## config.mk

```make
export PLATFORM = sky130hd
export DESIGN_NAME = sdclk_gen
export DESIGN_NICKNAME = d
export VERILOG_FILES = /design/src/rtl/sdclk_pkg.sv /design/src/rtl/sdclk_cfg.sv /design/src/rtl/sdclk_ratio.sv /design/src/rtl/sdclk_phase.sv /design/src/rtl/sdclk_settle.sv /design/src/rtl/sdclk_gen.sv
export SDC_FILE = /design/constraint.sdc
export NUM_CORES = 1
export LEC_CHECK = 0
export BUFFER_PORTS_ARGS = -buffer_cell sky130_fd_sc_hd__buf_2
export CORE_ASPECT_RATIO = 1.2
export CORE_MARGIN = 3
export CORE_UTILIZATION = 60
export CTS_BUF_LIST = sky130_fd_sc_hd__clkbuf_16
export DETAILED_ROUTE_END_ITERATION = 7
export PLACE_DENSITY = 0.89
export SETUP_SLACK_MARGIN = 0.1
export SKIP_LAST_GASP = 1
export SYNTH_ARGS = -nofsm -noshare
export SYNTH_HDL_FRONTEND = slang
export SYNTH_HIERARCHICAL = 1
export SYNTH_SLANG_ARGS = --single-unit
export TNS_END_PERCENT = 30
```

## constraint.sdc

```tcl
create_clock -name clk_src -period 9 [get_ports clk_src]
set_input_delay 2.25 -clock clk_src [delete_from_list [all_inputs] [get_ports clk_src]]
set_output_delay 2.25 -clock clk_src [all_outputs]
set_load 0.01 [all_outputs]
```

## src/rtl/sdclk_pkg.sv

```systemverilog
package sdclk_pkg;
   typedef enum logic [1:0] {
      CKM_DIV  = 2'd0,
      CKM_BYP  = 2'd1,
      CKM_DDR  = 2'd2,
      CKM_HALF = 2'd3
   } ckm_e;
endpackage

```

## src/rtl/sdclk_cfg.sv

```systemverilog
module sdclk_cfg #(
   parameter int DIV_IN_W = 12,
   parameter int DIV_BITS = 8
) (
   input  logic                  clk_src,
   input  logic                  rst_n,
   input  logic                  load_i,
   input  logic [1:0]            mode_i,
   input  logic [DIV_IN_W-1:0]   div_i,
   input  logic                  half_i,
   output sdclk_pkg::ckm_e       mode_q,
   output logic [DIV_BITS-1:0]   div_q,
   output logic                  half_q
);
   logic [DIV_BITS-1:0] div_sat;

   generate
      if (DIV_IN_W > DIV_BITS) begin : g_sat
         localparam logic [DIV_IN_W-1:0] LIM =
            {{(DIV_IN_W-DIV_BITS){1'b0}}, {DIV_BITS{1'b1}}};
         assign div_sat = (div_i > LIM) ? {DIV_BITS{1'b1}} : div_i[DIV_BITS-1:0];
      end else begin : g_pass
         assign div_sat = div_i[DIV_BITS-1:0];
      end
   endgenerate

   always_ff @(posedge clk_src or negedge rst_n) begin
      if (!rst_n) begin
         mode_q <= sdclk_pkg::CKM_DIV;
         div_q  <= '0;
         half_q <= 1'b0;
      end else if (load_i) begin
         mode_q <= sdclk_pkg::ckm_e'(mode_i);
         div_q  <= div_sat;
         half_q <= half_i;
      end
   end
endmodule

```

## src/rtl/sdclk_ratio.sv

```systemverilog
module sdclk_ratio #(
   parameter int DIV_BITS = 8,
   localparam int CNT_W   = DIV_BITS + 1
) (
   input  sdclk_pkg::ckm_e      mode_i,
   input  logic [DIV_BITS-1:0]  div_i,
   input  logic                 half_i,
   output logic [CNT_W-1:0]     half_m1_o,
   output logic                 bypass_o
);
   logic [CNT_W-1:0] half_len;

   always_comb begin
      bypass_o = (mode_i == sdclk_pkg::CKM_BYP);
      if (mode_i == sdclk_pkg::CKM_HALF && half_i)
         half_len = CNT_W'(1);
      else if (div_i == '0)
         half_len = (mode_i == sdclk_pkg::CKM_DIV) ? CNT_W'(1) : CNT_W'(2);
      else
         half_len = {div_i, 1'b0};
      half_m1_o = half_len - CNT_W'(1);
   end
endmodule

```

## src/rtl/sdclk_phase.sv

```systemverilog
module sdclk_phase #(
   parameter int CNT_W = 9
) (
   input  logic             clk_src,
   input  logic             rst_n,
   input  logic             restart_i,
   input  logic [CNT_W-1:0] half_m1_i,
   input  logic             bypass_i,
   input  logic             en_i,
   output logic             clk_o,
   output logic             rise_o
);
   logic [CNT_W-1:0] cnt_q;
   logic             ph_q;
   logic             wrap;
   logic             ph_nxt;

   assign wrap   = (cnt_q == half_m1_i);
   assign ph_nxt = wrap ? ~ph_q : ph_q;
   assign rise_o = wrap && !ph_q;

   always_ff @(posedge clk_src or negedge rst_n) begin
      if (!rst_n) begin
         cnt_q <= '0;
         ph_q  <= 1'b0;
         clk_o <= 1'b0;
      end else if (restart_i) begin
         cnt_q <= '0;
         ph_q  <= 1'b0;
         clk_o <= 1'b0;
      end else begin
         cnt_q <= wrap ? '0 : cnt_q + CNT_W'(1);
         ph_q  <= ph_nxt;
         clk_o <= en_i && !bypass_i && ph_nxt;
      end
   end
endmodule

```

## src/rtl/sdclk_settle.sv

```systemverilog
module sdclk_settle (
   input  logic clk_src,
   input  logic rst_n,
   input  logic restart_i,
   input  logic bypass_i,
   input  logic rise_i,
   output logic stable_o
);
   logic [1:0] age_q;

   always_ff @(posedge clk_src or negedge rst_n) begin
      if (!rst_n) begin
         age_q    <= '0;
         stable_o <= 1'b0;
      end else if (restart_i) begin
         age_q    <= '0;
         stable_o <= 1'b0;
      end else begin
         if (age_q != 2'd3) age_q <= age_q + 2'd1;
         if (!stable_o && age_q != 2'd0 && (bypass_i || rise_i))
            stable_o <= 1'b1;
      end
   end
endmodule

```

## src/rtl/sdclk_gen.sv

```systemverilog
module sdclk_gen #(
   parameter int DIV_IN_W = 12,
   parameter int DIV_BITS = 8
) (
   input  logic                clk_src,
   input  logic                rst_n,
   input  logic                cfg_load,
   input  logic [1:0]          cfg_mode,
   input  logic [DIV_IN_W-1:0] cfg_div,
   input  logic                cfg_half,
   input  logic                cfg_clk_en,
   output logic                card_clk,
   output logic                ddr_mode,
   output logic                clk_stable
);
   localparam int CNT_W = DIV_BITS + 1;

   generate
      if (DIV_BITS != 8 && DIV_BITS != 12) begin : g_bad_bits
         $error("sdclk_gen: DIV_BITS must be 8 or 12");
      end
      if (DIV_IN_W < DIV_BITS) begin : g_bad_in
         $error("sdclk_gen: DIV_IN_W must not be below DIV_BITS");
      end
   endgenerate

   sdclk_pkg::ckm_e     mode_q;
   logic [DIV_BITS-1:0] div_q;
   logic                half_q;
   logic [CNT_W-1:0]    half_m1;
   logic                bypass;
   logic                div_clk_q;
   logic                rise_evt;
   logic                byp_gate_q;

   sdclk_cfg #(.DIV_IN_W(DIV_IN_W), .DIV_BITS(DIV_BITS)) u_cfg (
      .clk_src (clk_src),
      .rst_n   (rst_n),
      .load_i  (cfg_load),
      .mode_i  (cfg_mode),
      .div_i   (cfg_div),
      .half_i  (cfg_half),
      .mode_q  (mode_q),
      .div_q   (div_q),
      .half_q  (half_q)
   );

   sdclk_ratio #(.DIV_BITS(DIV_BITS)) u_ratio (
      .mode_i    (mode_q),
      .div_i     (div_q),
      .half_i    (half_q),
      .half_m1_o (half_m1),
      .bypass_o  (bypass)
   );

   sdclk_phase #(.CNT_W(CNT_W)) u_phase (
      .clk_src   (clk_src),
      .rst_n     (rst_n),
      .restart_i (cfg_load),
      .half_m1_i (half_m1),
      .bypass_i  (bypass),
      .en_i      (cfg_clk_en),
      .clk_o     (div_clk_q),
      .rise_o    (rise_evt)
   );

   sdclk_settle u_settle (
      .clk_src   (clk_src),
      .rst_n     (rst_n),
      .restart_i (cfg_load),
      .bypass_i  (bypass),
      .rise_i    (rise_evt),
      .stable_o  (clk_stable)
   );

   // pass-through enable moves only while the source is low
   always_ff @(negedge clk_src or negedge rst_n) begin
      if (!rst_n) byp_gate_q <= 1'b0;
      else        byp_gate_q <= bypass && cfg_clk_en;
   end

   assign card_clk = (clk_src && byp_gate_q) || div_clk_q;
   assign ddr_mode = mode_q[1];
endmodule

```

==> results by stage, run 1 <==
Outcome:
- The run finished with clean final reports.

Detailed routing:
- The remaining antenna violation count is 0.
- The final route contains 1274 vias.
- Dividing the detail-routed wire length by the instance count gives 17.07 um.
- After detailed routing, the number of vias per cell comes to 6.155.
- The number of iterations in the first detailed-routing pass is 4.
- For this block, the routed nets add up to 3533 um of wire.
- The initial DRC count is 69.
- In the routed design, unresolved DRC markers number 0.

Floorplanning:
- The floorplan step defined a die boundary enclosing around 0.0032 mm2.
- The total number of placement rows is 19.
- The floorplan step defined a core boundary enclosing 0.002354 mm2.
- In this run the vertical extent of the chip is a little over 60 um.
- From left edge to right edge, the die measures 52.18 um.
- For this configuration, the core starts out at a cell density of roughly two thirds.
- 22 I/O pins were placed.

Global routing:
- After global routing the overflow that remains totals 0.
- The number of antenna violations at the first check in global routing came to 0.
- The largest net degree at the start of global routing is 34.
- The global-route wire length before repair is 5899 um.
- The overall routing resource usage is approximately 25%.
- The via count of the first global-routing pass is 1275.

Setup path:
- The critical path arrival is 5.56 ns.
- The kind of end point of the critical path is a primary output.
- The startpoint kind of the worst setup timing path is a register.
- The worst path required time is 6.75 ns.
- Of all nets on the critical path, the largest fanout is 1.
- The type of the worst setup path is reg -> out.
- The start of the worst register-to-register path is u_cfg/mode_q[0].
- The launch point of the critical path is byp_gate_q.

Logic synthesis:
- The most repeated cell in the gate-level netlist after synthesis is sky130_fd_sc_hd__nor2_1.
- The cell area that synthesis handed to floorplanning was 0.001535 mm2.
- In the post-synthesis netlist, the biggest area contributors are sky130_fd_sc_hd__dfrtp_1 (41%), sky130_fd_sc_hd__xnor2_1 (6.8%), sky130_fd_sc_hd__nor2_1 (6.4%), sky130_fd_sc_hd__ha_1 (4.1%), sky130_fd_sc_hd__xor2_1 (4.0%).
- The synthesized design devotes to its leading area cell type 40.75% of total area.
- In the synthesized netlist, the cells that appear most often are sky130_fd_sc_hd__nor2_1 (26), sky130_fd_sc_hd__dfrtp_1 (25), sky130_fd_sc_hd__xnor2_1 (12).
- The synthesized design spends more area on one cell type than any other, namely sky130_fd_sc_hd__dfrtp_1.
- Of the synthesized area, sequential elements account for between 40 and 50%.
- The number of storage elements in the synthesis netlist is 26.
- The flip-flop cell with the highest count after synthesis is sky130_fd_sc_hd__dfrtp_1.
- The number of enable-type register cells in the synthesized netlist is 0.
- The post-synthesis net count is 180.
- The number of distinct library cells after synthesis is 44.
- The Yosys step of the flow raised 6 warnings.
- The proportion of synthesized flip-flops having asynchronous set or reset is between 90% and 100%.
- After technology mapping, the gate count stands at roughly 160.
- Each instance of the synthesized netlist takes up on average 9.841 um2.

Pwr:
- The power per cell area is 205.1 mW/mm2.
- Summed over all cells, the static leakage comes to 0.7480 nW.
- The power consumption is 366.7 uW.
- The worst-case vdd ir drop is roughly 0.21 mV.

Placement:
- At the end of routability-driven placement, the weighted congestion stood at 0.8775.
- Input and output buffers added on the ports amount to 21.
- The number of placed cells counting well taps is 200.
- The sum of net half-perimeters after detailed placement is ~2100 um.

Finish:
- Measured on the finished design, the core utilization comes to 75.97%.
- The area growth from synthesis to final layout is 16.46%.
- Once layout is complete, the cells apart from fillers number roughly 210.
- Of the cells placed in the final design, the portion with a size suffix greater than 1 is 23.30%.
- The number of diodes is 0.
- The final-stage net count is 201.

Timing:
- Setup violations remaining at the end of the flow were counted as 0.
- The transition time at the pin with the least slew margin is roughly 0.57 ns.
- The worst pin sits at a relative slew slack of a little over 60%.
- The setup TNS is 0 ns.
- Setup repair after global routing left no endpoint under its margin.
- Across the routed clock network, the largest skew measured is 0.04846 ns.
- The count of final max-slew check failures was 0.
- The number of endpoints with negative hold slack in the final report is 0.

Min path:
- The source of the worst hold timing path is u_settle/stable_o.
- The kind of path behind the tightest hold check is reg -> reg.

Clocking:
- Post-CTS repair changed the size of 0 cells.
- The later-pin clock latency in the skew report is 0.42 ns.
- The number of buffers inserted for hold repair after clock tree synthesis is 0.
- The total setup buffers inserted after CTS is 0.
- TritonCTS built the clock tree.
- Clock-pin slew was measured on the worst setup and hold paths at 0.06 ns.

Flow run:
- The number of max-capacitance violations reported is 0.
[power breakdown]
part	internal, mW	switching, mW
Sequential	0.123	0.00694
Clock	0.146	0.0483
Combinational	0.0186	0.0240
[cells by family (layout without fill, tap and decap cells)]
kind of cell	after synthesis	count (layout)	synth area share, %
simple gates	63	63	22.50
flops	26	26	42.38
compound gates	25	25	10.76
xor+xnor	19	19	10.84
buf+inv	13	33	5.868
fa+ha+maj	5	5	4.075
mux	5	5	3.586
[worst max-delay path, cell delays in order, from the launching register on]
cell                      delay (ns)
sky130_fd_sc_hd__dfrtn_1        0.42
sky130_fd_sc_hd__a21o_1         0.11
sky130_fd_sc_hd__buf_2          0.12
[cell type report]
type	instances	area, um2
inverter	5	18.77
fill	124	565.5
multi-input combinational	117	794.5
clock buffer	7	155.1
clock inverter	1	30.03
timing repair buffer	20	100.1
tap	31	38.79
sequential	26	650.6
[placed cells by master, fill, tap and decap left out, drive strengths merged]
| cell type | netlist | routed |
|---|---|---|
| nor2 | 27 | 27 |
| nand4 | 3 | 3 |
| nor2b | 1 | 1 |
| a32o | 1 | 1 |
| xnor2 | 12 | 12 |
| o21bai | 1 | 1 |
| o41ai | 1 | 1 |
| nor3b | 1 | 1 |
| or2 | 1 | 1 |
| a31oi | 9 | 9 |
| and3 | 2 | 2 |
| clkbuf | 3 | 6 |
| dfrtn | 1 | 1 |
| nand3 | 6 | 6 |
| inv | 5 | 5 |
| o21ai | 5 | 5 |
| dfrtp | 25 | 25 |
| a21o | 1 | 1 |
| or4 | 1 | 1 |
| or3 | 1 | 1 |
| nor4b | 1 | 1 |
| o21a | 1 | 1 |
| o221a | 1 | 1 |
| nor3 | 11 | 11 |
| mux2i | 1 | 1 |
| and2 | 1 | 1 |
| ha | 5 | 5 |
| nor4 | 3 | 3 |
| nand2 | 4 | 4 |
| buf | 5 | 21 |
| xor2 | 7 | 7 |
| mux2 | 4 | 4 |
| a21oi | 3 | 3 |
| bufinv | 0 | 1 |
| o31ai | 1 | 1 |
| a22o | 1 | 1 |
[state kept, by name, indices dropped and copies added (netlist names)]
register and flops:
u_cfg/half_q 1, u_settle/age_q 2, u_phase/ph_q 1, byp_gate_q 1, u_settle/stable_o 1, u_phase/cnt_q 9, u_cfg/mode_q 2, u_cfg/div_q 8
u_phase/clk_o 1
[per-layer routing]
metal / GRT usage (%) / up-vias / part of all wire [%]
met1: 31.44 / 616 / 40
met5: 0 / - / 0
met2: 42.55 / 55 / 52
met3: 5.569 / 10 / 5.3
met4: 11.68 / 0 / 2.5
li1: - / 593 / -
[worst paths after layout]
kind / slack (ns) / endpoint / depth (start not counted)
setup / recovery: 1.19 / card_clk / 2
hold / removal: 0.56 / u_settle/stable_o / 2
min in group asynchronous: 1.87 / u_settle/age_q[1] / 1
max in group asynchronous: 2.39 / byp_gate_q / 1
setup reg to reg: 3.64 / byp_gate_q / 2
hold reg to reg: 0.56 / u_settle/stable_o / 2
[per-stage QoR]
stage	setup slack [ns]	hold slack [ns]	area, um2
floorplan	1.747	0.4869	1535
global placement	1.683	0.4998	1608
detailed placement	1.678	0.5096	1608
CTS	1.188	0.5595	1788
global route	1.168	0.5748	1788
finish	1.191	0.5556	1788
Note: power is estimated with default switching activity, not from simulation.
==> run 2: changes to the inputs <==
Settings changed: ABC_AREA set to 1, CORE_UTILIZATION 60 to 61, PLACE_DENSITY 0.89 to 0.93.
==> run 2 against run 1 <==
Net effect: global-route usage decreased by 0.32 points; final area up 7.6%; routed wire length increased by 3.5%; clock skew down 0.0010 ns; clock power down 14%; sequential power is essentially flat; synthesized cell count rose by 46%; utilization shrank 0.63 points; cell count rose by 38%; power shrank 9.1%; sequential share of layout area decreased by 2.6 points; flip-flop and latch count unchanged; critical endpoint unchanged.
==> results by stage, run 2 <==
Detailed routing:
- The initial DRC count is 74 (+7.2%).
- The average vias per placed instance was 5.213 (-15%).
- The remaining routing DRC violations was 0 (unchanged).
- The per-cell routed wire length is 12.79 um (-25%).
- The total number of vias is 1491 (+17%).
- The number of iterations in the first detailed-routing pass is 5 (+1).
- The total detailed-routing wirelength was 3658 um (+3.5%).
- The remaining antenna violation count is 0 (unchanged).

Setup path:
- The critical path arrival is 5.53 ns (-0.03 ns).
- The critical path is of the reg -> out type.
- The top fanout value on the critical path came to 1 (unchanged).
- The cell type of the slowest stage on the worst timing path is sky130_fd_sc_hd__dfrtn_1.
- The critical path's most frequent cell is sky130_fd_sc_hd__nand2_1.
- The count of buffer and inverter cells on the critical path came to 1 (unchanged).
- The worst path required time came to 6.75 ns (about the same).
- Broken down by cell family, the worst path's largest delay share belongs to flip-flops.
- The signal on the critical path passes through nand2_1, nand2_1, buf_2.
- The delay of the slowest cell on the worst path is 0.40 ns (-0.02 ns).
- The kind of end point of the critical path is a primary output.
- The startpoint kind of the worst setup timing path is a register.

Placement:
- The cell area after placement is 0.001769 mm2 (+10%).
- The total of buffers placed on input and output ports came to 21 (unchanged).
- The sum of net half-perimeters after detailed placement is 2305 um (+8.8%).
- The number of placed cells counting well taps is 279 (+40%).
- The worst setup timing slack at the placement stage was 1.688 ns (+0.009870 ns).
- The final weighted congestion of routability-driven global placement was 0.8175 (-6.8%).

Finish:
- The number of diodes is 0 (unchanged).
- The final-stage net count was 278 (+38%).
- The final cell area excluding filler cells is 0.001923 mm2 (+7.6%).
- In the layout the commonest cells are sky130_fd_sc_hd__nand2_1 (54), sky130_fd_sc_hd__nor2_1 (48), sky130_fd_sc_hd__inv_1 (37).
- The largest register by flop count is u_phase/cnt_q.
- The most common cell after layout, fill and taps aside is sky130_fd_sc_hd__nand2_1.
- The share of final-layout standard cells stronger than drive strength 1 came to 17.79% (-5.5 points).
- The number of flip-flops under the largest register name is 9 (unchanged).
- The multi-input logic area came to 822.0 um2 (+3.5%).
- The non-filler instance count after layout is 286 (+38%).
- The end-of-flow core utilization is 75.34% (-0.63 points).
- In the final layout, the registers with the most flip-flops are u_phase/cnt_q: 9 flops, u_cfg/div_q: 8 flops.
- The flip-flop and latch area is 650.6 um2 (unchanged).
- The number of fill cells was 199 (+60%).
- The area growth from synthesis to final layout is 16.35% (about the same).

Global routing:
- The largest net degree at the start of global routing came to 27 (-21%).
- The via count of the first global-routing pass is 1454 (+14%).
- The number of antenna violations at the first check in global routing is 0 (unchanged).
- The global route total overflow is 0 (unchanged).
- The overall routing resource usage is 25.02% (-0.32 points).
- The global-route wire length before repair came to 6092 um (+3.3%).

Floorplanning:
- The number of primary I/O pins was 22 (unchanged).
- The total number of placement rows is 20 (+1).
- The die outline height is 63.02 um (+2.6%).
- The floorplan core area came to 0.002552 mm2 (+8.5%).
- The floorplan die area is 0.003373 mm2 (+5.3%).
- The starting density of the core is 64.75% (-0.48 points).
- The x dimension of the die is 53.52 um (+2.6%).

Logic synthesis:
- The proportion of synthesized flip-flops having asynchronous set or reset is 100.0% (unchanged).
- The area fraction of the dominant cell type after synthesis was 37.85% (-2.9 points).
- The area of the mapped netlist came to 0.001653 mm2 (+7.7%).
- The number of distinct library cells after synthesis was 25 (-43%).
- Among all cell types in the netlist, the one instantiated most often is sky130_fd_sc_hd__nand2_1.
- The synthesized instance count is 228 (+46%).
- The number of enable-type register cells in the synthesized netlist is 0 (unchanged).
- The number of warnings issued by yosys came to 6 (unchanged).
- The number of storage elements in the synthesis netlist was 26 (unchanged).
- In the post-synthesis netlist, the biggest area contributors are sky130_fd_sc_hd__dfrtp_1 (38%), sky130_fd_sc_hd__nand2_1 (12%), sky130_fd_sc_hd__nor2_1 (11%), sky130_fd_sc_hd__inv_1 (8.4%), sky130_fd_sc_hd__xnor2_1 (4.2%).
- By count the netlist is led by sky130_fd_sc_hd__nand2_1 (54), sky130_fd_sc_hd__nor2_1 (48), sky130_fd_sc_hd__inv_1 (37).
- The mean cell area of the mapped netlist is 7.249 um2 (-26%).
- The post-synthesis sequential area ratio is 39.36% (-3.0 points).
- The cell type contributing the most total cell area after synthesis is sky130_fd_sc_hd__dfrtp_1.
- The flip-flop cell with the highest count after synthesis is sky130_fd_sc_hd__dfrtp_1.
- The post-synthesis net count is 252 (+40%).

Min path:
- The worst hold path belongs to the class reg -> reg.

Clocking:
- The number of gates given a new drive strength after cts is 0 (unchanged).
- The number of buffers inserted for hold repair after clock tree synthesis is 0 (unchanged).
- The total setup buffers inserted after CTS is 0 (unchanged).
- The later-pin clock latency in the skew report is 0.42 ns (about the same).
- The clock-pin slew of the registers on the worst-case setup and hold paths came to 0.06 ns (about the same).
- The clock tree from TritonCTS is built.

Timing:
- The final setup skew is 0.04744 ns (-0.001018 ns).
- The worst hold slack across all endpoints is 0.5286 ns (-0.02705 ns).
- The count of final max-slew check failures was 0 (unchanged).
- The total setup violations reported at the end of the flow is 0 (unchanged).
- The number of endpoints with negative hold slack in the final report was 0 (unchanged).
- The worst slew margin relative to its limit came to 61.30% (-1.0 points).
- The final worst slack is 1.217 ns (+0.02564 ns).
- Setup repair after global routing left no endpoint under its margin.
- The transition time at the pin with the least slew margin is 0.5805 ns (+0.01540 ns).
- The setup TNS is 0 ns (unchanged).

Outcome:
- The run finished with clean final reports.

Flow run:
- The number of max-capacitance violations reported is 0 (unchanged).

Pwr:
- The power per cell area is 173.4 mW/mm2 (-15%).
- The power consumption is 333.4 uW (-9.1%).
- The worst-case vdd ir drop is 0.1339 mV (-38%).
- The static leakage is 1.008 nW (+35%).
## run 2: changes by cell type after synthesis, sizes merged, moves of 4 or more
cell / previous run / this run
nand2: 4 / 59
inv: 5 / 40
nor2: 27 / 52
a31oi: 9 / 0
nor3: 11 / 2
o21ai: 5 / 12
nand3: 6 / 11
mux2: 4 / 0
xnor2: 12 / 8
## run 2: cell families after synthesis
| kind of cell | count (synthesis) | share of synthesized area, % |
|---|---|---|
| DFF | 26 | 39.36 |
| adders and majority gates | 5 | 3.785 |
| buffers and inverters | 43 | 10.90 |
| AOI/OAI and AO/OA | 15 | 5.602 |
| and+or+nand+nor | 126 | 33.46 |
| xor gates and xnor gates | 13 | 6.889 |
## run 2: final timing paths
kind	startpoint	depth (start not counted)	end	slack, ns
worst max-delay path	byp_gate_q	3	card_clk	1.22
worst min-delay path	u_settle/stable_o	2	u_settle/stable_o	0.53
worst max register to register	u_cfg/mode_q[0]	4	byp_gate_q	3.71
worst min register to register	u_settle/stable_o	2	u_settle/stable_o	0.53
max in group asynchronous	rst_n	1	byp_gate_q	2.37
min in group asynchronous	rst_n	1	u_cfg/div_q[4]	1.87
## run 2: report_power, final
group          switching (mW)  total, mW  internal (mW)
combinational          0.0234     0.0385         0.0150
clock                  0.0497      0.166          0.117
sequential            0.00607      0.128          0.122
## run 2: per-layer routing
layer / GRT usage, % / vias up / part of all wire, %
met1: 27.64 / 722 / 40
li1: - / 733 / -
met5: 0 / - / 0
met4: 13.42 / 0 / 2.3
met2: 42.48 / 27 / 55
met3: 5.728 / 9 / 2.5
## run 2: layout make-up
type	instances	share of cell area [%]
clock buffers	7	8.068
inverters	40	7.807
clock inverters	1	0.1952
well taps	33	2.147
repair buffers	20	5.205
multi-input cells	159	42.75
flip-flops and latches	26	33.83
## run 2: tightest hold or removal path: stages (launching register included)
cell and delay, ns:
sky130_fd_sc_hd__dfrtp_1 0.37, sky130_fd_sc_hd__nand2_1 0.06, sky130_fd_sc_hd__nand2_1 0.06
